## config.mk

```make
export PLATFORM = sky130hd
export DESIGN_NAME = carrier_modulator
export DESIGN_NICKNAME = d
export VERILOG_FILES = /design/src/rtl/cm_pkg.sv /design/src/rtl/cm_wave_reg.sv /design/src/rtl/cm_port_regs.sv /design/src/rtl/cm_combiner.sv /design/src/rtl/carrier_modulator.sv
export SDC_FILE = /design/constraint.sdc
export NUM_CORES = 1
export LEC_CHECK = 0
export ABC_AREA = 1
export BUFFER_PORTS_ARGS = -buffer_cell sky130_fd_sc_hd__buf_4
export CORE_AREA = 10 10 47 49
export DETAILED_ROUTE_END_ITERATION = 10
export DIE_AREA = 0 0 57 59
export GPL_TIMING_DRIVEN = 0
export SYNTH_ARGS = -nofsm -noshare
export SYNTH_HDL_FRONTEND = slang
export SYNTH_SLANG_ARGS = --single-unit
export TNS_END_PERCENT = 5
```

## constraint.sdc

```tcl
create_clock -name clk_i -period 2.17 [get_ports clk_i]
set_input_delay 0.434 -clock clk_i [delete_from_list [all_inputs] [get_ports clk_i]]
set_output_delay 0.434 -clock clk_i [all_outputs]
set_load 0.005 [all_outputs]
```

## src/rtl/cm_pkg.sv

```systemverilog
package cm_pkg;

   typedef enum logic [1:0] {
      SRC_PORT = 2'd0,
      SRC_MOD  = 2'd1,
      SRC_CAR  = 2'd2,
      SRC_MIX  = 2'd3
   } cm_src_e;

   typedef enum logic {
      REG_DATA = 1'b0,
      REG_DIR  = 1'b1
   } cm_reg_e;

   function automatic cm_src_e pick_src(input logic mod_en, input logic car_en);
      case ({mod_en, car_en})
         2'b10:   return SRC_MOD;
         2'b01:   return SRC_CAR;
         2'b11:   return SRC_MIX;
         default: return SRC_PORT;
      endcase
   endfunction

endpackage

```

## src/rtl/cm_wave_reg.sv

```systemverilog
module cm_wave_reg #(
   parameter int STAGES = 1
) (
   input  logic clk_i,
   input  logic rst_ni,
   input  logic d_i,
   output logic q_o
);

   logic [STAGES-1:0] sh_q;

   generate
      if (STAGES == 1) begin : g_single
         always_ff @(posedge clk_i or negedge rst_ni) begin
            if (!rst_ni) sh_q <= '0;
            else         sh_q <= d_i;
         end
      end else begin : g_chain
         always_ff @(posedge clk_i or negedge rst_ni) begin
            if (!rst_ni) sh_q <= '0;
            else         sh_q <= {sh_q[STAGES-2:0], d_i};
         end
      end
   endgenerate

   assign q_o = sh_q[STAGES-1];

endmodule

```

## src/rtl/cm_port_regs.sv

```systemverilog
module cm_port_regs
   import cm_pkg::*;
(
   input  logic clk_i,
   input  logic rst_ni,
   input  logic we_i,
   input  logic sel_i,
   input  logic wdata_i,
   output logic data_o,
   output logic dir_o
);

   logic data_q, dir_q;

   always_ff @(posedge clk_i or negedge rst_ni) begin
      if (!rst_ni) begin
         data_q <= 1'b0;
         dir_q  <= 1'b0;
      end else if (we_i) begin
         if (cm_reg_e'(sel_i) == REG_DIR) dir_q  <= wdata_i;
         else                             data_q <= wdata_i;
      end
   end

   assign data_o = data_q;
   assign dir_o  = dir_q;

   // a strobed direction write is visible on the next cycle
   a_r2_dir_write : assert property (@(posedge clk_i) disable iff (!rst_ni)
      (we_i && sel_i == REG_DIR) |=> (dir_o == $past(wdata_i)));

   // with the strobe low, neither bit moves
   a_r2_no_write : assert property (@(posedge clk_i) disable iff (!rst_ni)
      !we_i |=> ($stable(data_o) && $stable(dir_o)));

endmodule

```

## src/rtl/cm_combiner.sv

```systemverilog
module cm_combiner
   import cm_pkg::*;
(
   input  logic mod_en_i,
   input  logic car_en_i,
   input  logic mod_q_i,
   input  logic car_q_i,
   input  logic port_data_i,
   output logic pin_o
);

   cm_src_e src;
   logic    mixed;

   assign src = pick_src(mod_en_i, car_en_i);

   // In mixing mode the port data bit is the combine select: 1 = OR, 0 = AND
   always_comb begin
      if (port_data_i) mixed = mod_q_i | car_q_i;
      else             mixed = mod_q_i & car_q_i;
   end

   always_comb begin
      unique case (src)
         SRC_MOD: pin_o = mod_q_i;
         SRC_CAR: pin_o = car_q_i;
         SRC_MIX: pin_o = mixed;
         default: pin_o = port_data_i;
      endcase
   end

endmodule

```

## src/rtl/carrier_modulator.sv

```systemverilog
module carrier_modulator
   import cm_pkg::*;
#(
   parameter int MODE_W      = 2,
   parameter int WAVE_STAGES = 1
) (
   input  logic              clk_i,
   input  logic              rst_ni,
   input  logic              mod_wave_i,
   input  logic              car_wave_i,
   input  logic [MODE_W-1:0] mod_mode_i,
   input  logic [MODE_W-1:0] car_mode_i,
   input  logic              reg_we_i,
   input  logic              reg_sel_i,
   input  logic              reg_wdata_i,
   output logic              pin_o,
   output logic              pin_oe_o
);

   localparam int CNT_W = $clog2(WAVE_STAGES + 1) + 1;

   generate
      if (MODE_W < 1) begin : g_bad_mode_w
         initial $fatal(1, "carrier_modulator: MODE_W must be at least 1");
      end
      if (WAVE_STAGES < 1 || WAVE_STAGES > 4) begin : g_bad_stages
         initial $fatal(1, "carrier_modulator: WAVE_STAGES must lie in 1..4");
      end
   endgenerate

   logic mod_en, car_en;
   logic mod_q, car_q;
   logic port_data, port_dir;

   assign mod_en = |mod_mode_i;
   assign car_en = |car_mode_i;

   cm_wave_reg #(.STAGES(WAVE_STAGES)) u_mod_reg (
      .clk_i (clk_i), .rst_ni(rst_ni), .d_i(mod_wave_i), .q_o(mod_q)
   );

   cm_wave_reg #(.STAGES(WAVE_STAGES)) u_car_reg (
      .clk_i (clk_i), .rst_ni(rst_ni), .d_i(car_wave_i), .q_o(car_q)
   );

   cm_port_regs u_port (
      .clk_i  (clk_i),
      .rst_ni (rst_ni),
      .we_i   (reg_we_i),
      .sel_i  (reg_sel_i),
      .wdata_i(reg_wdata_i),
      .data_o (port_data),
      .dir_o  (port_dir)
   );

   cm_combiner u_comb (
      .mod_en_i   (mod_en),
      .car_en_i   (car_en),
      .mod_q_i    (mod_q),
      .car_q_i    (car_q),
      .port_data_i(port_data),
      .pin_o      (pin_o)
   );

   assign pin_oe_o = port_dir;

   // Cycles since reset, saturating; used only to gate the delayed-wave checks
   logic [CNT_W-1:0] settle_cnt;
   logic             settled;

   always_ff @(posedge clk_i or negedge rst_ni) begin
      if (!rst_ni)                  settle_cnt <= '0;
      else if (!settled)            settle_cnt <= settle_cnt + 1'b1;
   end
   assign settled = (settle_cnt == CNT_W'(WAVE_STAGES));

   // neither channel enabled -> pin shows the port data bit
   a_r3_port_pass : assert property (@(posedge clk_i) disable iff (!rst_ni)
      (!mod_en && !car_en) |-> (pin_o == port_data));

   // only the modulating channel -> its delayed waveform
   a_r4_mod_only : assert property (@(posedge clk_i) disable iff (!rst_ni)
      (settled && mod_en && !car_en) |-> (pin_o == $past(mod_wave_i, WAVE_STAGES)));

   // only the carrier channel -> its delayed waveform
   a_r5_car_only : assert property (@(posedge clk_i) disable iff (!rst_ni)
      (settled && !mod_en && car_en) |-> (pin_o == $past(car_wave_i, WAVE_STAGES)));

   // both channels, select low -> AND
   a_r6_and_mix : assert property (@(posedge clk_i) disable iff (!rst_ni)
      (settled && mod_en && car_en && !port_data) |->
      (pin_o == ($past(mod_wave_i, WAVE_STAGES) & $past(car_wave_i, WAVE_STAGES))));

   // both channels, select high -> OR
   a_r7_or_mix : assert property (@(posedge clk_i) disable iff (!rst_ni)
      (settled && mod_en && car_en && port_data) |->
      (pin_o == ($past(mod_wave_i, WAVE_STAGES) | $past(car_wave_i, WAVE_STAGES))));

   // output-enable follows a direction write, whatever the modes
   a_r8_oe_dir : assert property (@(posedge clk_i) disable iff (!rst_ni)
      (reg_we_i && reg_sel_i) |=> (pin_oe_o == $past(reg_wdata_i)));

endmodule

```

==> impl_metrics.py, run 1 <==
metrics = {
    "synthesis": {
        "yosysTopAreaCellShare_pct": 51.0,
        "synth-seq-cells": 4,
        "synth_area_leaders": "dfrtp_1, nand3_1, nand2_1, a31oi_1, inv_1",
        "synthCells": 24,
        "ys_warn_count": 0,
        "synth_top_cell_by_area": "dfrtp_1",
        "syn_nets": 35,
        "ys_types": 10,
        "synth_area_um2": 196,
        "synth_area_per_cell_um2": 8.18,
        "seq_area_frac_synth_pct": 51.0,
    },
    "clocking": {
        "clock_latency_ps": 230,
        "numCtsBuffers": 3,
        "clock-root-buffer": "clkbuf_4",
        "cts_tree": "done",
        "clk_pin_slew_ps": 40,
        "cts_sinks": 4,
        "htreeDepth": 1,
        "ctsResizeCount": 0,
        "cts_max_path_buffers": 2,
    },
    "global_routing": {
        "grt_max_degree": 5,
        "antenna_found_initial": 0,
        "overflow": 0,
        "grt_pass1_vias": 260,
        "gr-usage-all-layers_pct": 3.94,
        "grt_pass1_wl_mm": 1.02,
    },
    "place": {
        "detailed_place_hpwl_um": 458,
        "port_buffers": 12,
        "place_inst": 52,
        "gp_congestion": 0.744,
    },
    "timing": {
        "finClkSkew_ps": 0,
        "tightest_slew_ps": 172,
        "relSlewSlack_pct": 88.5,
        "fin_tns_setup_ps": 0,
        "max_freq_ghz": 0.679,
        "finalSetupViolCount": 0,
        "finalMaxSlewViolations": 0,
        "period_share_pct": 67.9,
        "finalHoldViolations": 0,
        "rsz0062_at_grt": "no",
        "min_period_ps": 1470,
    },
    "final_layout": {
        "num-fill-cells": 160,
        "drive_gt1_share_pct": 40.0,
        "final_common_cell": "buf_4",
        "antenna_cells": 0,
        "final_cell_mix": "buf_4, nand2_1, dfrtp_1",
        "fin_nets": 53,
        "syn2layout_area_growth_pct": 72.6,
        "register_area_um2": 100,
        "multi_input_area_um2": 85.1,
        "stdcell_count": 56,
    },
    "drt": {
        "wl_per_cell_um": 9.32,
        "drc": 0,
        "drt_iter0_markers": 3,
        "post_drt_via_cell_ratio": 3.84,
        "drtPass1Iterations": 2,
        "vias": 215,
        "drtAntennaViolNets": 0,
        "wirelength_um": 522,
    },
    "critical_path": {
        "cp_max_fo": 3,
        "cp.arrival_ps": 1040,
        "crit_required_ps": 1740,
        "crit_start": "car_mode_i[1]",
        "startpoint_type": "input pin",
        "r2r_start": "u_port.dir_o",
        "endpoint_kind": "output port",
        "worstSetupPathType": "in -> out",
        "reg2reg_slack_ps": 1480,
    },
    "die": {
        "die_area_um2": 3360,
        "coreArea_um2": 1400,
        "die_w_um": 57,
        "rows": 14,
        "num_io_pins": 13,
        "initial_core_util_pct": 14.0,
        "die_h_um": 59,
    },
    "worst_hold_path": {
        "hp-class": "in -> reg",
        "hold_path.startpoint": "car_wave_i",
    },
    "run": {
        "drv_cap": 0,
    },
    "power_and_ir_drop": {
        "power.leakage_nw": 0.170,
        "power_density_nw_per_um2": 651,
        "ir_worst_vdd_mv": 0.235,
    },
    "status": {
        "outcome": "finished, final reports clean",
    },
}
[flip-flops by register name, summed over array words and instances (netlist names)]
signal and flops:
u_mod_reg.q_o 1, u_car_reg.q_o 1, u_port.data_o 1, u_port.dir_o 1
[worst max-delay path: stages]
cell      delay [ps]
buf_4            110
nor2_1           160
nand3b_1         130
nand3_1           70
buf_4            140
[where the power goes]
group          internal, mW  switching (mW)
Sequential           0.0818         0.00424
Clock                0.0617          0.0281
Combinational        0.0269          0.0181
Total                 0.170          0.0504
[cells by family after synthesis]
| logic type | count (synthesis) | synth area share [%] |
|---|---|---|
| AOI/OAI and AO/OA | 5 | 15.3 |
| DFF | 4 | 51.0 |
| buffers and inverters | 3 | 5.73 |
| and+or+nand+nor | 12 | 28.0 |
[metal layers]
metal | track usage [%] | part of all wire [%]
met5 | 0 | 0
met4 | 5.03 | 3.1
met3 | 1.72 | 11
met2 | 6.05 | 53
met1 | 3.47 | 33
[synthesized netlist by cell type]
library cell / n
o21bai_1: 1
a31oi_1: 2
nand3_1: 3
nor2_1: 3
nand3b_1: 1
a21oi_1: 2
dfrtp_1: 4
inv_1: 3
nor2_2: 1
nand2_1: 4
[final cells by class]
type	instances	area share, %
Clock buffer	3	6.64
Timing Repair Buffer	13	29.5
Multi-Input combinational cell	17	25.1
Tap cell	16	5.90
Inverter	3	3.32
Sequential cell	4	29.5
[worst paths after layout]
check	end	cells past startpoint
max in group asynchronous	u_mod_reg.q_o	2
worst min register to register	u_port.dir_o	2
worst min-delay path	u_car_reg.q_o	1
min in group asynchronous	u_port.dir_o	2
worst max register to register	u_port.dir_o	2
worst max-delay path	pin_o	5
[metrics by stage]
step           instance area, um2  setup WS, ps  power, mW  util, %  hold slack (ps)
2_1_floorplan                 196           968      0.103        -              138
3_3_place_gp                  307           698      0.130     21.9              231
3_5_place_dp                  307           684      0.132     21.9              230
4_1_cts                       339           676      0.229     24.2              298
5_1_grt                       339           552      0.237     24.2              304
6_report                      339           697      0.221     24.2              308
[timing repair]
action                    in CTS  in global routing
buffers inserted               0                  0
hold endpoints to repair       4                  0
hold buffers                   1                  0
No activity file was read; power rests on OpenSTA's default activity.
==> run 2, diff against run 1 <==
==> constraint.sdc (replaced) <==
create_clock -name clk_i -period 1.3 [get_ports clk_i]
set_input_delay 0.26 -clock clk_i [delete_from_list [all_inputs] [get_ports clk_i]]
set_output_delay 0.26 -clock clk_i [all_outputs]
set_load 0.005 [all_outputs]
==> run 2 against run 1 <==
Net effect: the run now ends with negative setup slack left; combinational power increased by 67%; worst setup slack got worse by 700 ps; sequential share of layout area unchanged; count of clock-buffer cells in the layout unchanged; sequential power increased by 67%; critical path depth unchanged; via count increased by 0.93%; critical endpoint unchanged; largest power group unchanged.
==> impl_metrics.py, run 2 (synthesized netlist as in run 1, its figures left out) <==
metrics = {
    "die": {
        "die_h_um": 59,
        "die_area_um2": 3360,
        "num_io_pins": 13,
        "rows": 14,
        "initial_core_util_pct": 14.0,
        "coreArea_um2": 1400,
        "die_w_um": 57,
    },
    "final_layout": {
        "final_cell_mix": "buf_4, nand2_1, dfrtp_1",
        "antenna_cells": 0,
        "fin_nets": 53,
        "final_util_pct": 24.2,
        "drive_gt1_share_pct": 40.0,
        "stdcell_count": 56,
        "syn2layout_area_growth_pct": 72.6,
        "final_common_cell": "buf_4",
    },
    "drt": {
        "drc": 0,
        "wl_per_cell_um": 9.46,
        "drtAntennaViolNets": 0,
        "wl_met1_um": 180,
        "post_drt_via_cell_ratio": 3.88,
        "vias": 217,
        "dr_wl_met2_um": 279,
        "drtPass1Iterations": 2,
        "highest_layer": "met4",
        "drt_iter0_markers": 3,
        "wl_met3_um": 55,
        "wirelength_um": 530,
    },
    "clocking": {
        "cts_tree": "done",
        "clk_pin_slew_ps": 40,
        "numCtsBuffers": 3,
        "clock_latency_ps": 230,
        "htreeDepth": 1,
        "cts_sinks": 4,
        "clock-root-buffer": "clkbuf_4",
        "ctsResizeCount": 0,
        "cts_max_path_buffers": 2,
    },
    "timing": {
        "period_share_pct": 100,
        "min_period_ps": 1300,
        "finalMaxSlewViolations": 0,
        "finClkSkew_ps": 0,
        "finalHoldViolations": 0,
        "relSlewSlack_pct": 88.4,
        "rsz0062_at_grt": "yes",
        "tightest_slew_ps": 173,
        "max_freq_ghz": 0.769,
        "finalSetupViolCount": 1,
        "setup_ws_ps": -0.848,
        "hold_ws_ps": 134,
    },
    "critical_path": {
        "path_delay_family": "flip-flops",
        "crit_path_max_incr_delay_ps": 380,
        "reg2reg_slack_ps": 610,
        "worstSetupPathType": "reg -> out",
        "cp_common_cell": "nand3_1",
        "r2r_start": "u_port.dir_o",
        "slowest_stage": "dfrtp_1",
        "startpoint_type": "flip-flop",
        "path_cells": "nor2_1, nand2_1, nand3_1, nand3_1, buf_4",
        "cp_max_fo": 3,
        "cp.arrival_ps": 1040,
        "crit_buf_inv": 1,
        "crit_required_ps": 1040,
        "reg2reg_to": "u_port.dir_o",
        "reg2regPathDepth": 2,
        "endpoint_kind": "output port",
    },
    "global_routing": {
        "gr-usage-all-layers_pct": 3.94,
        "grt_pass1_wl_mm": 1.02,
        "antenna_found_initial": 0,
        "grt_max_degree": 5,
        "grt_pass1_vias": 260,
        "overflow": 0,
    },
    "status": {
        "violations": "negative setup slack",
        "outcome": "finished with violations",
    },
    "power_and_ir_drop": {
        "ir_worst_vdd_mv": 0.392,
        "power.leakage_nw": 0.170,
        "power_density_nw_per_um2": 1090,
    },
    "worst_hold_path": {
        "hp-class": "in -> reg",
        "hold_path_end": "u_car_reg.q_o",
        "hold_path.startpoint": "car_wave_i",
        "min_delay_path_depth": 1,
    },
    "place": {
        "detailed_place_hpwl_um": 458,
        "port_buffers": 12,
        "pre_cts_slack_ps": 162,
        "place_inst": 52,
        "gp_congestion": 0.744,
    },
    "run": {
        "drv_cap": 0,
    },
}
-- run 2: cell counts in the layout (fill, tap and decap cells not counted) --
No cell type changed its count.
-- run 2: worst max path at each step --
stage	start	endpoint	cells past startpoint
floorplan	u_mod_reg.q_o	pin_o	3
global placement	car_mode_i[1]	pin_o	5
detailed placement	car_mode_i[1]	pin_o	5
CTS	u_mod_reg.q_o	pin_o	4
global route	u_car_reg.q_o	pin_o	5
finish	u_car_reg.q_o	pin_o	5
-- run 2: layout make-up --
type,count,area [um2]
Clock buffer,3,22.5
Multi-Input combinational cell,17,85.1
Timing Repair Buffer,13,100
Inverter,3,11.3
Tap cell,16,20.0
Sequential cell,4,100
Fill cell,160,1060
-- run 2: where the power goes --
group | internal [mW] | switching [mW] | leakage, nW
Combinational | 0.0451 | 0.0302 | 0.111
Clock | 0.103 | 0.0468 | 0.0138
Sequential | 0.137 | 0.00719 | 0.0453
Total | 0.285 | 0.0842 | 0.170
-- run 2: stage by stage --
step                      TNS (ps)  instance area (um2)  power [mW]
after global placement           0                  307       0.217
after detailed placement         0                  307       0.220
after floorplan                  0                  196       0.172
final                       -0.848                  339       0.369
after CTS                    -19.7                  339       0.382
after global routing          -125                  339       0.396
-- run 2: what timing repair did --
action,4_1_cts,5_1_grt
endpoints found under the hold margin,4,0
buffers inserted,0,0
pin swaps,0,3
endpoints found under the setup margin,1,1
hold buffers,1,0
-- run 2: routing by layer --
layer,vias to the layer above,GRT usage (%)
met3,2,1.72
met2,9,6.05
met5,-,0
met4,0,5.03
li1,112,-
met1,94,3.47
==> run 3, diff against run 2 <==
--- a/config.mk
+++ b/config.mk
@@ -5,7 +5,6 @@
 export SDC_FILE = /design/constraint.sdc
 export NUM_CORES = 1
 export LEC_CHECK = 0
-export ABC_AREA = 1
 export BUFFER_PORTS_ARGS = -buffer_cell sky130_fd_sc_hd__buf_4
 export CORE_AREA = 10 10 47 49
 export DETAILED_ROUTE_END_ITERATION = 10
==> run 3 against run 2 <==
Net effect: the flow still finishes with violations (negative setup slack); critical path depth down 2; critical endpoint unchanged; sequential share of layout area down 1.6 points; die area unchanged; area after synthesis down 0.64%; first-iteration DRC count down 100%; count of clock-buffer cells in the layout unchanged; sequential power about the same; cell count down 13%.
==> impl_metrics.py, run 3 <==
metrics = {
    "critical_path": {
        "startpoint_type": "flip-flop",
        "path_cells": "a2111oi_4, nor3_2, buf_4",
        "cp.arrival_ps": 1160,
        "cp_max_fo": 4,
        "endpoint_kind": "output port",
        "crit_required_ps": 1040,
        "slowest_stage": "dfrtp_1",
        "crit_path_max_incr_delay_ps": 410,
        "path_delay_family": "flip-flops",
        "worstSetupPathType": "reg -> out",
        "crit_buf_inv": 1,
    },
    "synthesis": {
        "synth_area_per_cell_um2": 11.5,
        "ys_warn_count": 0,
        "synth_top_cell_by_area": "dfrtp_1",
        "synth_ff_type": "dfrtp_1",
        "ys_types": 10,
        "synthCells": 17,
        "synth_area_leaders": "dfrtp_1, mux2_2, a2111oi_2, o21a_1, o21bai_1",
        "synth_edf_count": 0,
        "post-synth-top-count-cell": "dfrtp_1",
        "seq_area_frac_synth_pct": 51.3,
        "synth_common_cells": "dfrtp_1, mux2_2, nor2_1, o21a_1, o21bai_1",
        "yosysTopAreaCellShare_pct": 51.3,
        "syn_nets": 28,
        "synth_area_um2": 195,
        "synth-seq-cells": 4,
        "ys_async_sr_fraction_pct": 100,
    },
    "status": {
        "violations": "negative setup slack",
        "outcome": "finished with violations",
    },
    "global_routing": {
        "antenna_found_initial": 0,
        "overflow": 0,
        "grt_pass1_vias": 230,
        "grt_max_degree": 5,
        "grt_pass1_wl_um": 924,
        "gr-usage-all-layers_pct": 3.55,
    },
    "clocking": {
        "numCtsBuffers": 3,
        "cts_tree": "done",
        "clk_pin_slew_ps": 40,
        "htreeDepth": 1,
        "cts_max_path_buffers": 2,
        "clock-root-buffer": "clkbuf_4",
        "clock_latency_ps": 230,
        "cts_setup_buffers": 0,
        "cts_sinks": 4,
    },
    "final_layout": {
        "final_common_cell": "buf_4",
        "final_cell_mix": "buf_4, dfrtp_1, clkbuf_4",
        "syn2layout_area_growth_pct": 84.0,
        "fin_nets": 46,
        "drive_gt1_share_pct": 60.6,
        "antenna_cells": 0,
    },
    "power_and_ir_drop": {
        "power_density_nw_per_um2": 1060,
        "p_total_mw": 0.381,
        "ir_worst_vdd_mv": 0.393,
        "power.leakage_nw": 0.155,
    },
    "place": {
        "port_buffers": 12,
        "gp_congestion": 0.629,
    },
    "drt": {
        "drt_iter0_markers": 0,
        "wirelength_um": 498,
        "drtAntennaViolNets": 0,
        "vias": 188,
        "drtPass1Iterations": 1,
        "post_drt_via_cell_ratio": 3.84,
        "drc": 0,
        "wl_per_cell_um": 10.2,
    },
    "timing": {
        "finalSetupViolCount": 1,
        "max_freq_ghz": 0.705,
        "finalMaxSlewViolations": 0,
        "setup_ws_ps": -118,
        "tightest_slew_ps": 266,
        "period_share_pct": 109,
        "finClkSkew_ps": 0,
        "relSlewSlack_pct": 82.3,
        "finalHoldViolations": 0,
        "min_period_ps": 1420,
        "rsz0062_at_grt": "yes",
        "hold_ws_ps": 140,
    },
    "die": {
        "num_io_pins": 13,
        "coreArea_um2": 1400,
        "die_area_um2": 3360,
        "initial_core_util_pct": 13.9,
        "die_h_um": 59,
        "rows": 14,
        "die_w_um": 57,
    },
    "worst_hold_path": {
        "hp-class": "in -> reg",
    },
    "run": {
        "drv_cap": 0,
    },
}
## run 3: path summary, 6_finish.rpt
path                       depth (start not counted)       endpoint           from  slack (ps)
max in group asynchronous                          2  u_car_reg.q_o         rst_ni         840
min                                                1  u_car_reg.q_o     car_wave_i         140
max                                                3          pin_o  u_port.data_o        -120
max reg2reg                                        1  u_port.data_o  u_port.data_o         490
min in group asynchronous                          2   u_port.dir_o         rst_ni         360
min reg2reg                                        1   u_port.dir_o   u_port.dir_o         510
## run 3: metrics by stage
stage	setup TNS, ps	instances	area (um2)	util [%]	worst slack, ps
floorplan	0	17	195	-	175
global placement	-72.9	45	305	21.8	-72.9
detailed placement	-92.8	45	305	21.8	-92.8
CTS	-139	49	338	24.1	-139
global route	-186	49	359	25.6	-186
finish	-118	49	359	25.6	-118
## run 3: where the power goes
group	switching (mW)	internal [mW]
clock	0.0437	0.103
combinational	0.0314	0.0563
sequential	0.00964	0.138
## run 3: cells by family (layout without fill, tap and decap cells)
family	Yosys count	in the layout	share of synthesized area (%)
DFF	4	4	51.3
AOI/OAI and AO/OA	6	6	25.6
and+or+nand+nor	5	5	11.5
muxes	2	2	11.5
buffers and inverters	0	16	0
## run 3: routing by layer
metal	part of all wire, %	wire length, um	GRT usage, %
met1	32	160	3.10
met4	0	0	3.02
met5	0	0	0
met2	57	286	5.43
met3	10	52	2.58
## run 3: timing repair
action / in CTS / in global routing
endpoints found under the hold margin: 4 / 0
endpoints found under the setup margin: 1 / 1
gates resized for setup: 0 / 3
hold buffers: 1 / 0
pin swaps: 2 / 1
## run 3: layout make-up
cell class,count,area (um2)
timing repair buffer,13,100
multi-input combinational,13,116
fill,168,1040
tap,16,20.0
clock buffer,3,22.5
sequential,4,100
